===== src/rtl/axil_rd_router_pkg.sv =====
package axil_rd_router_pkg;
  localparam logic [1:0] RESP_OKAY   = 2'b00;
  localparam logic [1:0] RESP_DECERR = 2'b11;
endpackage


===== src/rtl/axil_rd_router_decode.sv =====
module axil_rd_router_decode #(
  parameter int NUM_PORTS = 4,
  parameter int REGIONS   = 1,
  parameter int ADDR_W    = 32,
  parameter int TW        = 3,
  parameter logic [NUM_PORTS*REGIONS*ADDR_W-1:0] BASE_ADDR = '0,
  parameter logic [NUM_PORTS*REGIONS*32-1:0]     APERTURE  = {(NUM_PORTS*REGIONS){32'd24}},
  parameter logic [NUM_PORTS-1:0]                SECURE    = '0
) (
  input  logic [ADDR_W-1:0] addr,
  input  logic              nonsec,
  output logic [TW-1:0]     tgt,
  output logic              err
);
  localparam int  NREG     = NUM_PORTS * REGIONS;
  localparam bit  PACKED   = (BASE_ADDR == '0);
  localparam logic [TW-1:0] ERR_ID = TW'(NUM_PORTS);

  logic [NREG-1:0]      reg_hit;
  logic [NUM_PORTS-1:0] port_hit;

  // one comparator per region; only bits above the aperture take part
  for (genvar i = 0; i < NREG; i++) begin : g_region
    localparam int AW = int'(APERTURE[i*32 +: 32]);
    localparam logic [ADDR_W-1:0] BASE =
      PACKED ? (ADDR_W'(i) << AW) : BASE_ADDR[i*ADDR_W +: ADDR_W];
    assign reg_hit[i] = ((addr >> AW) == (BASE >> AW));
  end

  for (genvar p = 0; p < NUM_PORTS; p++) begin : g_port
    assign port_hit[p] = |reg_hit[p*REGIONS +: REGIONS];
  end

  // lowest port index wins; secure check applied to the winner
  always_comb begin
    tgt = ERR_ID;
    for (int p = NUM_PORTS - 1; p >= 0; p--) begin
      if (port_hit[p]) tgt = TW'(p);
    end
    for (int p = 0; p < NUM_PORTS; p++) begin
      if (tgt == TW'(p) && SECURE[p] && nonsec) tgt = ERR_ID;
    end
    err = (tgt == ERR_ID);
  end
endmodule


===== src/rtl/axil_rd_router_track.sv =====
module axil_rd_router_track #(
  parameter int TW = 3,
  parameter int CW = 5
) (
  input  logic          clk,
  input  logic          rst,
  input  logic          inc,
  input  logic          dec,
  input  logic [TW-1:0] new_tgt,
  output logic [CW-1:0] cnt,
  output logic [TW-1:0] cur_tgt
);
  always_ff @(posedge clk) begin
    if (rst) begin
      cnt     <= '0;
      cur_tgt <= '0;
    end else begin
      cnt <= cnt + CW'(inc) - CW'(dec);
      if (inc) cur_tgt <= new_tgt;
    end
  end
endmodule


===== src/rtl/axil_rd_router_rmux.sv =====
module axil_rd_router_rmux
  import axil_rd_router_pkg::*;
#(
  parameter int NUM_PORTS = 4,
  parameter int DATA_W    = 32,
  parameter int TW        = 3
) (
  input  logic                        busy,
  input  logic [TW-1:0]               cur_tgt,
  input  logic [NUM_PORTS-1:0]        dn_r_valid,
  input  logic [NUM_PORTS*DATA_W-1:0] dn_r_data,
  input  logic [NUM_PORTS*2-1:0]      dn_r_resp,
  output logic [NUM_PORTS-1:0]        dn_r_ready,
  output logic                        up_r_valid,
  output logic [DATA_W-1:0]           up_r_data,
  output logic [1:0]                  up_r_resp,
  input  logic                        up_r_ready
);
  localparam logic [TW-1:0] ERR_ID = TW'(NUM_PORTS);

  always_comb begin
    up_r_valid = 1'b0;
    up_r_data  = '0;
    up_r_resp  = RESP_OKAY;
    if (busy && cur_tgt == ERR_ID) begin
      up_r_valid = 1'b1;
      up_r_resp  = RESP_DECERR;
    end else if (busy) begin
      for (int p = 0; p < NUM_PORTS; p++) begin
        if (cur_tgt == TW'(p)) begin
          up_r_valid = dn_r_valid[p];
          up_r_data  = dn_r_data[p*DATA_W +: DATA_W];
          up_r_resp  = dn_r_resp[p*2 +: 2];
        end
      end
    end
  end

  for (genvar p = 0; p < NUM_PORTS; p++) begin : g_rdy
    assign dn_r_ready[p] = busy && (cur_tgt == TW'(p)) && up_r_ready;
  end
endmodule


===== src/rtl/axil_rd_router.sv =====
module axil_rd_router #(
  parameter int NUM_PORTS    = 4,
  parameter int REGIONS      = 1,
  parameter int ADDR_W       = 32,
  parameter int DATA_W       = 32,
  parameter int MAX_INFLIGHT = 16,
  parameter logic [NUM_PORTS*REGIONS*ADDR_W-1:0] BASE_ADDR  = '0,
  parameter logic [NUM_PORTS*REGIONS*32-1:0]     APERTURE   = {(NUM_PORTS*REGIONS){32'd24}},
  parameter logic [NUM_PORTS*32-1:0]             PORT_LIMIT = {NUM_PORTS{32'd16}},
  parameter logic [NUM_PORTS-1:0]                SECURE     = '0
) (
  input  logic                        clk,
  input  logic                        rst,
  input  logic                        up_ar_valid,
  output logic                        up_ar_ready,
  input  logic [ADDR_W-1:0]           up_ar_addr,
  input  logic [2:0]                  up_ar_prot,
  output logic                        up_r_valid,
  input  logic                        up_r_ready,
  output logic [DATA_W-1:0]           up_r_data,
  output logic [1:0]                  up_r_resp,
  output logic [NUM_PORTS-1:0]        dn_ar_valid,
  input  logic [NUM_PORTS-1:0]        dn_ar_ready,
  output logic [ADDR_W-1:0]           dn_ar_addr,
  output logic [2:0]                  dn_ar_prot,
  input  logic [NUM_PORTS-1:0]        dn_r_valid,
  output logic [NUM_PORTS-1:0]        dn_r_ready,
  input  logic [NUM_PORTS*DATA_W-1:0] dn_r_data,
  input  logic [NUM_PORTS*2-1:0]      dn_r_resp
);
  localparam int TW = $clog2(NUM_PORTS + 1);
  localparam int CW = $clog2(MAX_INFLIGHT + 1);

  logic [TW-1:0] new_tgt, cur_tgt;
  logic          new_err, sel_rdy, allowed, inc, dec;
  logic [CW-1:0] cnt_q;
  int            lim;

  axil_rd_router_decode #(
    .NUM_PORTS(NUM_PORTS), .REGIONS(REGIONS), .ADDR_W(ADDR_W), .TW(TW),
    .BASE_ADDR(BASE_ADDR), .APERTURE(APERTURE), .SECURE(SECURE)
  ) u_dec (
    .addr(up_ar_addr), .nonsec(up_ar_prot[1]), .tgt(new_tgt), .err(new_err)
  );

  // effective limit: the tighter of the total cap and the target's own cap
  always_comb begin
    lim     = MAX_INFLIGHT;
    sel_rdy = 1'b0;
    for (int p = 0; p < NUM_PORTS; p++) begin
      if (new_tgt == TW'(p)) begin
        sel_rdy = dn_ar_ready[p];
        if (int'(PORT_LIMIT[p*32 +: 32]) < MAX_INFLIGHT) lim = int'(PORT_LIMIT[p*32 +: 32]);
      end
    end
  end

  assign allowed     = ((cnt_q == '0) || (new_tgt == cur_tgt)) && (int'(cnt_q) < lim);
  assign up_ar_ready = allowed && (new_err || sel_rdy);
  assign dn_ar_addr  = up_ar_addr;
  assign dn_ar_prot  = up_ar_prot;

  for (genvar p = 0; p < NUM_PORTS; p++) begin : g_arv
    assign dn_ar_valid[p] = up_ar_valid && allowed && !new_err && (new_tgt == TW'(p));
  end

  assign inc = up_ar_valid && up_ar_ready;
  assign dec = up_r_valid && up_r_ready;

  axil_rd_router_track #(.TW(TW), .CW(CW)) u_trk (
    .clk(clk), .rst(rst), .inc(inc), .dec(dec), .new_tgt(new_tgt),
    .cnt(cnt_q), .cur_tgt(cur_tgt)
  );

  axil_rd_router_rmux #(.NUM_PORTS(NUM_PORTS), .DATA_W(DATA_W), .TW(TW)) u_rmux (
    .busy(cnt_q != '0), .cur_tgt(cur_tgt),
    .dn_r_valid(dn_r_valid), .dn_r_data(dn_r_data), .dn_r_resp(dn_r_resp),
    .dn_r_ready(dn_r_ready), .up_r_valid(up_r_valid), .up_r_data(up_r_data),
    .up_r_resp(up_r_resp), .up_r_ready(up_r_ready)
  );
endmodule


===== config.mk =====
export PLATFORM = sky130hd
export DESIGN_NAME = axil_rd_router
export DESIGN_NICKNAME = d
export VERILOG_FILES = /design/src/rtl/axil_rd_router_pkg.sv /design/src/rtl/axil_rd_router_decode.sv /design/src/rtl/axil_rd_router_track.sv /design/src/rtl/axil_rd_router_rmux.sv /design/src/rtl/axil_rd_router.sv
export SDC_FILE = /design/constraint.sdc
export NUM_CORES = 1
export LEC_CHECK = 0
export ABC_AREA = 1
export ABC_CLOCK_PERIOD_IN_PS = 7900
export BUFFER_PORTS_ARGS = -buffer_cell sky130_fd_sc_hd__clkbuf_2
export CAP_MARGIN = 20
export CORE_AREA = 4 4 100 102
export DETAILED_ROUTE_END_ITERATION = 8
export DIE_AREA = 0 0 104 106
export PLACE_DENSITY_LB_ADDON = 0.08
export SLEW_MARGIN = 20
export SYNTH_ARGS = -nofsm -noshare
export SYNTH_HDL_FRONTEND = slang
export SYNTH_SLANG_ARGS = --single-unit

===== constraint.sdc =====
create_clock -name clk -period 7.9 [get_ports clk]
set_input_delay 1.185 -clock clk [delete_from_list [all_inputs] [get_ports clk]]
set_output_delay 1.185 -clock clk [all_outputs]
set_load 0.05 [all_outputs]

==> impl.org <==
** Setup path
- Worst R2R End :: u_trk.cnt[4]$_SDFF_PP0_
- In this run the critical register-to-register path is launched from u_trk.cur_tgt[1]$_SDFFE_PP0N_.
- CP startpoint kind :: register
- CP Max Fanout :: 61
- Critical Path Source :: u_trk.cur_tgt[1]$_SDFFE_PP0N_
- STA classifies the critical path endpoint as a primary output.
- For the worst setup path, the data arrival time is 3.89 ns.
- The signal on the critical path passes through inv_1 -> nor3_2 -> inv_2 -> a211oi_1 -> clkbuf_2.
- The worst register-to-register path has a setup slack of between 3 and 4 ns.
- For the worst flop-to-flop path, the logic depth is 14.
- The critical path is of the register to primary output type.
- At the worst endpoint, the required time is around 6.7 ns.
- On the critical path, the stage with the largest delay is an instance of dfxtp_1.
- The largest single stage delay on the critical path is roughly 0.93 ns.

** Clock tree
- For this design, the CTS-stage hold fixing added 0 buffers.
- Worst skew pair latency :: between 0.2 and 0.25 ns
- Number of buffers inserted during clock tree synthesis :: 3
- TritonCTS built the clock tree.
- CTS saw 8 sinks.
- After clock tree synthesis, the clock-pin slew on the worst setup and hold paths is approximately 0.040 ns.
- Clock Path Buffers :: 2
- Once the clock tree was built, the setup fixing pass inserted 0 buffers.
- CTS built an H-tree with a depth of 1.
- Root Buffer Master :: clkbuf_8
- After clock tree synthesis, the repair step resized 0 gates.

** Worst hold path
- Worst min-delay path startpoint :: u_trk.cnt[3]$_SDFF_PP0_
- Hold Path End :: u_trk.cnt[4]$_SDFF_PP0_
- The worst hold path was traced through 2 stages.
- Worst Hold Class :: register to register

** Logic synthesis
- Share of async-settable or async-resettable flops after synthesis :: 0
- The average instance in the mapped netlist occupies between 5 and 6 sq um.
- Among all flip-flop cells after synthesis, the most frequent one is dfxtp_1.
- For this run, the register share of the synthesized area comes to 0.07285.
- The number of different library cells used by synthesis comes to 31.
- Synth warnings :: 0
- The synthesized netlist occupies a cell area of roughly 2200 sq um.
- The synthesized design contains 0 enable-type register cells.
- Cell count after synthesis :: 388
- Ranked by total cell area, the synthesized netlist is headed by o21ai_0 15%, buf_4 12%, nor2_1 9.2%.
- After synthesis the netlist holds a flip-flop and latch count of 8.
- Of the post-synthesis cell area, the dominant cell type holds 0.1457.
- Cell type with the largest total area after synthesis :: o21ai_0
- Syn Nets :: between 500 and 600

** Floorplanning
- Floorplan core area :: 9109 sq um
- Core Rows :: 35
- The floorplan step defined a die boundary enclosing 11,020 sq um.
- Die width :: 104 um
- Die Span Y :: between 100 and 150 um
- Total I/O pin count :: 262
- Starting utilization of the core area :: 0.2413

** Route
- Residual DRC count :: 0
- Total via count in the routed design :: slightly above 3,000
- The detail route stage leaves a number of antenna-violating nets equal to 0.
- In this run, the number of DRC markers left after iteration 0 of detailed routing was 150.
- Number of detailed-routing iterations run before antenna repair :: 4
- Dividing the detail-routed via count by the number of cells gives ~4.8.
- Sum of routed wire length over all layers :: 10,390 um
- WL per Instance :: between 15 and 20 um

** Power
- Overall power of the completed layout :: roughly 1500 uW
- For this design the static power due to leakage is 0.001695 uW.
- Power Dens Cells :: between 400 and 500 nW/um^2
- The worst-case IR drop observed on VDD is ~0.00034 V.

** STA
- Final critical path time including I/O delays and setup :: roughly 5.1 ns
- Number of setup violations in the final report :: 0
- Final total negative setup slack :: 0 ns
- Max Transition Viols Final :: 0
- Transition time of the tightest slew-check pin :: a little under 1 ns
- In the finished design, the share of the clock period the worst path needs comes to 0.6419.
- Measured against its own limit, the worst slew margin works out to 0.3450.
- Setup repair after global routing left no endpoint under its margin.
- Endpoints failing hold :: 0
- Maximum achievable frequency :: between 150 and 200 MHz
- For the final database, setup skew stands at between 0.0006 and 0.0007 ns.

** Finish
- Design area :: between 3000 and 4000 sq um
- At the end of the flow the core is filled with cells to 0.3389.
- The net count of the finished layout is 733.
- Antenna diode instance count :: 0
- Of the cells placed in the final design, the portion with a size suffix greater than 1 is 0.4270.
- Compared with the post-synthesis result, the final layout area differs by 40.41%.

** GRT
- Number of global-route vias before repair :: between 3,000 and 4,000
- In the global route stage, met3 resource usage came out at 0.04554.
- Number of antenna violations at the first check in global routing :: 0
- In the global route stage, met2 resource usage came out at 0.3152.
- Met1 usage in global routing :: 0.2077
- Global-route wire length before repair :: around 16,000 um
- In the global route stage, overall resource usage came out at 0.1746.
- GR Overflow Total :: 0
- Busiest layer in global routing :: met2
- Entering global routing, the biggest net connects 62 pins.

** Run
- Max-cap violations in this run came to 0.

** Status
- The flow ran to the end, and the final reports show no timing, DRC or antenna violations.

** Place
- Global placement routability congestion :: between 0.8 and 0.9
- In this run the tool buffered the top-level ports with between 200 and 250 buffer cells.
- Estimated wirelength of the detail-placed design :: 8622 um
- After detailed placement, the total cell area comes to approximately 3000 sq um.
[critical path, delay by kind of cell (launching register included)]
family	cells	cell delay, ns
buf+inv	3	1.54
flops	1	0.93
simple gates	1	0.67
compound gates	1	0.49
[layer usage]
layer / wire (um) / up-vias
li1: - / 1600
met3: 699 / 16
met4: 235 / 0
met1: 4196 / 1363
met5: 0 / -
met2: 5261 / 138
[cell type report]
| cell class | instances | area (sq um) |
|---|---|---|
| clock buffer | 3 | 41.29 |
| timing repair buffer | 211 | 1081 |
| fill | 1055 | 6022 |
| tap | 111 | 138.9 |
| multi-input combinational | 266 | 1466 |
| inverter | 53 | 198.9 |
| sequential | 8 | 160.2 |
[power breakdown]
group          switching, uW  internal (uW)  total, uW
sequential              34.2           56.4       90.5
combinational            994            340       1330
clock                   17.6           33.2       50.8
[placed cells by master (no fill, tap or decap)]
master	instances
o21ai_0	64
nor3_2	1
nand2_1	25
xor2_1	1
nand4_1	14
ha_1	6
clkbuf_8	3
buf_6	4
o31ai_4	1
nor2_1	54
clkbuf_2	207
fa_1	1
nor3_1	3
a211oi_1	25
nand2_2	1
dfxtp_1	8
nand3_1	14
nand3_2	2
a311oi_1	7
a21oi_1	16
o211ai_1	6
nor2_4	1
nand3b_1	1
o21ai_1	18
a21boi_1	1
inv_1	46
inv_2	7
nor2_2	4
[metrics by stage]
step                std cells  setup slack (ns)  hold WS, ns
floorplan                 388             3.695       0.5408
global placement          645             3.148       0.5633
detailed placement        649             3.024       0.5788
CTS                       652             2.783       0.5932
global route              652             2.382       0.6266
finish                    652             2.829       0.5943
[registers in the layout (all words and copies together), names as in the netlist]
register       count
u_trk.cnt          5
u_trk.cur_tgt      3
[cell families (layout without fill, tap and decap cells)]
logic type	Yosys count	after routing	share of synthesized area
adder cells (fa/ha/maj)	7	7	0.04326
buffers and inverters	114	267	0.2664
AND/OR/NAND/NOR	120	120	0.2476
AO/OA/AOI/OAI	138	138	0.3660
XOR/XNOR	1	1	0.003985
flip-flops	8	8	0.07285
[worst max path at each step]
stage,slack [ns],depth (start not counted),end
after detailed placement,3.02,14,u_trk.cnt[4]$_SDFF_PP0_
after CTS,2.78,5,up_r_data[21]
after global placement,3.15,5,up_r_data[21]
after global routing,2.38,5,up_r_data[21]
final,2.83,5,up_r_data[16]
after floorplan,3.70,9,dn_ar_valid[0]
[cells in the mapped netlist (2+ instances only)]
cell / count
o21ai_0: 64
a21oi_1: 16
inv_1: 46
nor3_1: 3
nand4_1: 14
inv_2: 7
buf_2: 10
a311oi_1: 7
dfxtp_1: 8
nor2_1: 54
nand2_1: 25
nor2_2: 4
nand3_1: 15
ha_1: 6
buf_4: 36
clkbuf_1: 11
o211ai_1: 6
a211oi_1: 25
clkbuf_2: 2
o21ai_1: 18
Power figures use the tool's default switching activity.
